$ cat src/rtl/vsep_pkg.sv
package vsep_pkg;

  typedef enum logic [1:0] {
    ST_IDLE,
    ST_OPEN,
    ST_HOLD
  } vsepState_t;

  // strobes from control to datapath
  typedef struct packed {
    logic openWin;
    logic commit;
    logic active;
  } vsepCtrl_t;

  // raw conditions from datapath to control
  typedef struct packed {
    logic rise;
    logic fall;
    logic widthOk;
    logic accHit;
    logic decOpen;
    logic winLast;
  } vsepStat_t;

endpackage

$ cat src/rtl/vsep_datapath.sv
module vsep_datapath
  import vsep_pkg::*;
#(
  parameter int WIN_LEN = 1900,
  parameter int DEC_LEN = 1250,
  parameter int REC_LEN = 150,
  parameter int MIN_W   = 10,
  parameter int ACC_THR = 600,
  parameter int ACC_W   = 12,
  parameter int WID_W   = 12
) (
  input  logic      clk,
  input  logic      rst,
  input  logic      syncIn,
  input  vsepCtrl_t ctrl,
  output vsepStat_t stat
);

  localparam int WC_W  = $clog2(WIN_LEN);
  localparam int RC_W  = $clog2(REC_LEN + 1);
  localparam int SUM_W = ((ACC_W > WID_W + 1) ? ACC_W : WID_W + 1) + 1;
  localparam logic [ACC_W-1:0] ACC_MAX = '1;
  localparam logic [WID_W-1:0] WID_MAX = '1;

  logic             syncPrev;
  logic [WID_W-1:0] widthCnt;
  logic             pulseDbl;
  logic [RC_W-1:0]  recCnt;
  logic [WC_W-1:0]  winCnt;
  logic [ACC_W-1:0] acc;

  logic [SUM_W-1:0] addend;
  logic [SUM_W-1:0] sum;
  logic [ACC_W-1:0] accNext;

  always_comb begin
    stat.rise    = syncIn & ~syncPrev;
    stat.fall    = ~syncIn & syncPrev;
    stat.widthOk = 32'(widthCnt) >= MIN_W;
    stat.accHit  = 32'(acc) >= ACC_THR;
    stat.decOpen = 32'(winCnt) < DEC_LEN;
    stat.winLast = 32'(winCnt) == WIN_LEN - 1;
  end

  // doubled credit for pulses that began inside the recovery period
  always_comb begin
    addend  = pulseDbl ? SUM_W'({widthCnt, 1'b0}) : SUM_W'(widthCnt);
    sum     = SUM_W'(acc) + addend;
    accNext = (sum > SUM_W'(ACC_MAX)) ? ACC_MAX : sum[ACC_W-1:0];
  end

  always_ff @(posedge clk) begin
    if (rst) begin
      syncPrev <= 1'b0;
      widthCnt <= '0;
      pulseDbl <= 1'b0;
      recCnt   <= '0;
      winCnt   <= '0;
      acc      <= '0;
    end else begin
      syncPrev <= syncIn;

      if (stat.rise) begin
        widthCnt <= WID_W'(1);
        pulseDbl <= (recCnt != '0);
      end else if (syncIn && widthCnt != WID_MAX) begin
        widthCnt <= widthCnt + 1'b1;
      end

      if (stat.fall && stat.widthOk) recCnt <= RC_W'(REC_LEN);
      else if (recCnt != '0)         recCnt <= recCnt - 1'b1;

      if (ctrl.openWin)                      winCnt <= '0;
      else if (ctrl.active && !stat.winLast) winCnt <= winCnt + 1'b1;

      if (ctrl.openWin)     acc <= '0;
      else if (ctrl.commit) acc <= accNext;
    end
  end

  AST_ACC_NO_WRAP: assert property (@(posedge clk) disable iff (rst)
    ctrl.commit |=> acc >= $past(acc));

  AST_NOISE_NO_RECOVERY: assert property (@(posedge clk) disable iff (rst)
    (stat.fall && !stat.widthOk && recCnt == '0) |=> recCnt == '0);

  AST_CLEAR_ON_OPEN: assert property (@(posedge clk) disable iff (rst)
    ctrl.openWin |=> acc == '0);

endmodule

$ cat src/rtl/vsep_control.sv
module vsep_control
  import vsep_pkg::*;
(
  input  logic      clk,
  input  logic      rst,
  input  vsepStat_t stat,
  output vsepCtrl_t ctrl,
  output logic      fire
);

  vsepState_t state;
  logic       active;
  logic       winEnd;
  logic       fireNow;
  logic       fireQ;

  always_comb begin
    active       = (state != ST_IDLE);
    winEnd       = active & stat.winLast;
    ctrl.active  = active;
    ctrl.openWin = ~active & stat.rise;
    ctrl.commit  = stat.fall & stat.widthOk & active & ~winEnd;
    fireNow      = (state == ST_OPEN) & stat.accHit & stat.decOpen;
  end

  always_ff @(posedge clk) begin
    if (rst) begin
      state <= ST_IDLE;
      fireQ <= 1'b0;
    end else begin
      fireQ <= fireNow;
      if (ctrl.openWin)  state <= ST_OPEN;
      else if (winEnd)   state <= ST_IDLE;
      else if (fireNow)  state <= ST_HOLD;
    end
  end

  assign fire = fireQ;

  AST_SINGLE_CYCLE: assert property (@(posedge clk) disable iff (rst)
    fireQ |=> !fireQ);

  AST_HOLD_NO_REFIRE: assert property (@(posedge clk) disable iff (rst)
    (state == ST_HOLD) |=> !fireQ);

  AST_IDLE_AFTER_END: assert property (@(posedge clk) disable iff (rst)
    (winEnd && !stat.rise) |=> state == ST_IDLE);

endmodule

$ cat src/rtl/vsync_separator.sv
module vsync_separator
  import vsep_pkg::*;
#(
  parameter int CLK_PER_US = 10,
  parameter int WIN_LEN    = 190 * CLK_PER_US,
  parameter int DEC_LEN    = 125 * CLK_PER_US,
  parameter int REC_LEN    = 15 * CLK_PER_US,
  parameter int MIN_W      = CLK_PER_US,
  parameter int ACC_THR    = 60 * CLK_PER_US,
  parameter int ACC_W      = 12,
  parameter int WID_W      = 12
) (
  input  logic clk,
  input  logic rst,
  input  logic syncIn,
  output logic vReset
);

  vsepCtrl_t ctrl;
  vsepStat_t stat;

  vsep_datapath #(
    .WIN_LEN(WIN_LEN), .DEC_LEN(DEC_LEN), .REC_LEN(REC_LEN),
    .MIN_W(MIN_W), .ACC_THR(ACC_THR), .ACC_W(ACC_W), .WID_W(WID_W)
  ) uDp (
    .clk(clk), .rst(rst), .syncIn(syncIn), .ctrl(ctrl), .stat(stat)
  );

  vsep_control uCtl (
    .clk(clk), .rst(rst), .stat(stat), .ctrl(ctrl), .fire(vReset)
  );

  AST_DECISION_OPEN: assert property (@(posedge clk) disable iff (rst)
    vReset |-> $past(stat.decOpen));

  AST_NO_FIRE_AFTER_RESET: assert property (@(posedge clk)
    rst |=> !vReset);

endmodule

$ cat config.mk
export PLATFORM = sky130hd
export DESIGN_NAME = vsync_separator
export DESIGN_NICKNAME = d
export VERILOG_FILES = /design/src/rtl/vsep_pkg.sv /design/src/rtl/vsep_datapath.sv /design/src/rtl/vsep_control.sv /design/src/rtl/vsync_separator.sv
export SDC_FILE = /design/constraint.sdc
export NUM_CORES = 1
export LEC_CHECK = 0
export BUFFER_PORTS_ARGS = -buffer_cell sky130_fd_sc_hd__buf_2
export CORE_ASPECT_RATIO = 0.5
export CORE_MARGIN = 8
export CORE_UTILIZATION = 63
export DETAILED_ROUTE_END_ITERATION = 7
export PLACE_DENSITY = 0.9
export SLEW_MARGIN = 20
export SYNTH_ARGS = -nofsm -noshare
export SYNTH_HDL_FRONTEND = slang
export SYNTH_HIERARCHICAL = 1
export SYNTH_SLANG_ARGS = --single-unit
$ cat constraint.sdc
create_clock -name clk -period 3.11 [get_ports clk]
set_input_delay 0.622 -clock clk [delete_from_list [all_inputs] [get_ports clk]]
set_output_delay 0.622 -clock clk [all_outputs]
set_load 0.02 [all_outputs]
==> results.json <==
{
  "cts-htree-levels": 2,
  "yosysTopAreaCell": "dfxtp_1",
  "worstPathArrival_ns": 3.14,
  "dp_hpwl_um": 4350,
  "share_comb_of_total_power_pct": 21.6,
  "synth_top_area_share_pct": 34.0,
  "wl_per_cell_um": 16.1,
  "die_w_um": 111,
  "synth_ff_type": "dfxtp_1",
  "path_class": "flop to flop",
  "grt_pass1_wl_um": 10100,
  "synthesis.area_um2": 2830,
  "synthToLayoutAreaGrowth_pct": 5.80,
  "worst_slew_pin_slew_ns": 0.750,
  "cts_buffers": 5,
  "syn_inst": 313,
  "nNetsFinal": 332,
  "intPower_w": 0.00106,
  "finalHoldViolations": 0,
  "start_kind": "flop",
  "fin_total_pwr_w": 0.00151,
  "cts_resized": 0,
  "diodes": 0,
  "leakagePower_nw": 1.23,
  "ys_async_sr_fraction_pct": 0,
  "critPathCaptureType": "flop",
  "rsz0062_at_grt": "no",
  "setup_viol": 0,
  "clock_sinks": 48,
  "start_util_pct": 64.8,
  "clkTransAtPathRegs_ns": 0.10,
  "tns_ns": 0,
  "synth_edf_count": 0,
  "ir_worst_vdd_mv": 0.285,
  "yosysUniqueCellTypes": 55,
  "ctsHoldBuffers": 0,
  "gp_congestion": 0.881,
  "die_h_um": 63.4,
  "required_ns": 3.35,
  "yosys-top-cells-area": "dfxtp_1 (34%), ha_1 (7.1%), xor2_1 (6.2%), o221a_1 (4.8%), nor2_1 (4.2%)",
  "grt_pass1_vias": 2293,
  "io_buffers": 3,
  "maxCapViolCount": 0,
  "rows": 17,
  "drive_gt1_share_pct": 10.2,
  "drc": 0,
  "viasPerCell": 6.36,
  "cts.path.max_buffers": 2,
  "track_usage_pct": 17.0,
  "fin_crit_sh_pct": 93.0,
  "dp.cells": 362,
  "seqPwrFrac_pct": 47.6,
  "switchingPower_w": 0.000449,
  "clock_latency_ns": 0.31,
  "grt_start_max_net_pins": 17,
  "cts-root-buf": "clkbuf_8",
  "cp_max_fo": 12,
  "powerDensity_nw_per_um2": 503,
  "die_area_um2": 7020,
  "ys_warn_count": 6,
  "p_clk_share_pct": 30.8,
  "whs_ns": 0.490,
  "antenna_found_initial": 0,
  "slew_viol_final": 0,
  "core_um2": 4360,
  "p_sw_share_pct": 29.8,
  "relSlewSlack_pct": 49.8,
  "postLayoutCoreUtil_pct": 68.6,
  "yosys_register_bits": 48,
  "avgSynthCellArea_um2": 9.03,
  "ys_top_cells_by_count": "dfxtp_1 (48), nor2_1 (32), nand2_1 (20), xor2_1 (20), a21oi_1 (18)",
  "drt-initial-drc-count": 199,
  "fmaxAchievable_mhz": 346,
  "yosysSeqAreaShare_pct": 34.0,
  "ant_nets": 0,
  "synth_nets": 333,
  "first_pass_iters": 4,
  "status": "finished clean",
  "ios": 4,
  "vias": 2352,
  "cts_tree": "built",
  "finClkSkew_ns": 0.0112,
  "routed_wl_um": 5970,
  "finalNonFillerCells": 370,
  "min_period_ns": 2.89,
  "grt-ovfl-total": 0,
  "min_path_type": "flop to flop",
  "cts_setup_buffers": 0,
  "yosysMostFrequentCell": "dfxtp_1"
}
[registers in the layout, indices dropped and copies added (netlist names)]
register,count
uDp/acc,12
uDp/widthCnt,12
uDp/winCnt,11
uDp/recCnt,8
uCtl/state,2
uCtl/fire,1
uDp/pulseDbl,1
uDp/syncPrev,1
[cells by family (layout without fill, tap and decap cells)]
family / after synthesis / in the layout / share of synthesized area, %
flip-flops: 48 / 48 / 34.0
multiplexers: 14 / 14 / 5.40
AND/OR/NAND/NOR: 110 / 110 / 20.3
buffers and inverters: 23 / 23 / 3.54
adder cells (fa/ha/maj): 17 / 17 / 7.79
XOR/XNOR: 29 / 29 / 8.98
AO/OA/AOI/OAI: 72 / 72 / 20.0
[power by group through the flow]
stage               clock, W  combinational (W)  sequential, W
global route        0.000499           0.000363       0.000726
finish              0.000464           0.000325       0.000716
global placement           0           0.000300       0.000725
detailed placement         0           0.000320       0.000730
CTS                 0.000477           0.000325       0.000715
floorplan                  0           0.000272       0.000714
[critical path: stages (launching register included)]
cell and delay (ns):
dfxtp_1 0.45, mux2_2 0.37, ha_1 0.33, nor2b_4 0.15
o31a_1 0.30, o41ai_4 0.41, o21ai_1 0.19, o211ai_4 0.39
o221a_1 0.26
[layer usage]
metal / up-vias / GRT usage, % / part of all wire [%]
li1: 1150 / - / -
met1: 1129 / 20.4 / 45
met2: 65 / 29.0 / 48
met3: 8 / 3.87 / 5.6
met4: 0 / 6.84 / 1.1
met5: - / 0 / 0
[metrics by stage]
stage,instance area [um2],setup slack (ns)
2_1_floorplan,2830,0.233
5_1_grt,2990,0.0650
3_5_place_dp,2870,0.186
6_report,2990,0.217
3_3_place_gp,2870,0.292
4_1_cts,2980,0.150
[cells in the final DEF, fill, tap and decap left out, types with 6 or more instances in the layout]
master	instances
xor2_1	20
a21o_1	6
dfxtp_1	48
nor3_1	10
nor2_1	32
or3_1	7
inv_1	10
nand3_1	10
nand4_1	6
mux2_2	10
a21oi_1	18
nand2_1	20
xnor2_1	9
o221a_1	12
ha_1	16
o21ai_0	7
[worst paths after layout]
check                                                 from                      end  slack, ns  depth (start not counted)
worst min register to register  uCtl/state[0]$_SDFFE_PP0P_     uCtl/fire$_SDFF_PP0_       0.49                          2
worst min-delay path            uCtl/state[0]$_SDFFE_PP0P_     uCtl/fire$_SDFF_PP0_       0.49                          2
worst max-delay path             uDp/pulseDbl$_SDFFE_PP0P_  uDp/acc[5]$_SDFFE_PP0P_       0.22                          8
worst max register to register   uDp/pulseDbl$_SDFFE_PP0P_  uDp/acc[5]$_SDFFE_PP0P_       0.22                          8
[area by class of cell]
| cell class | count | area, um2 |
|---|---|---|
| inverters | 10 | 37.5 |
| fillers | 326 | 1370 |
| clock inverters | 3 | 47.5 |
| clock buffers | 5 | 68.8 |
| multi-input cells | 242 | 1780 |
| well taps | 57 | 71.3 |
| repair buffers | 5 | 30.0 |
| flip-flops and latches | 48 | 961 |
Power figures use the tool's default switching activity.
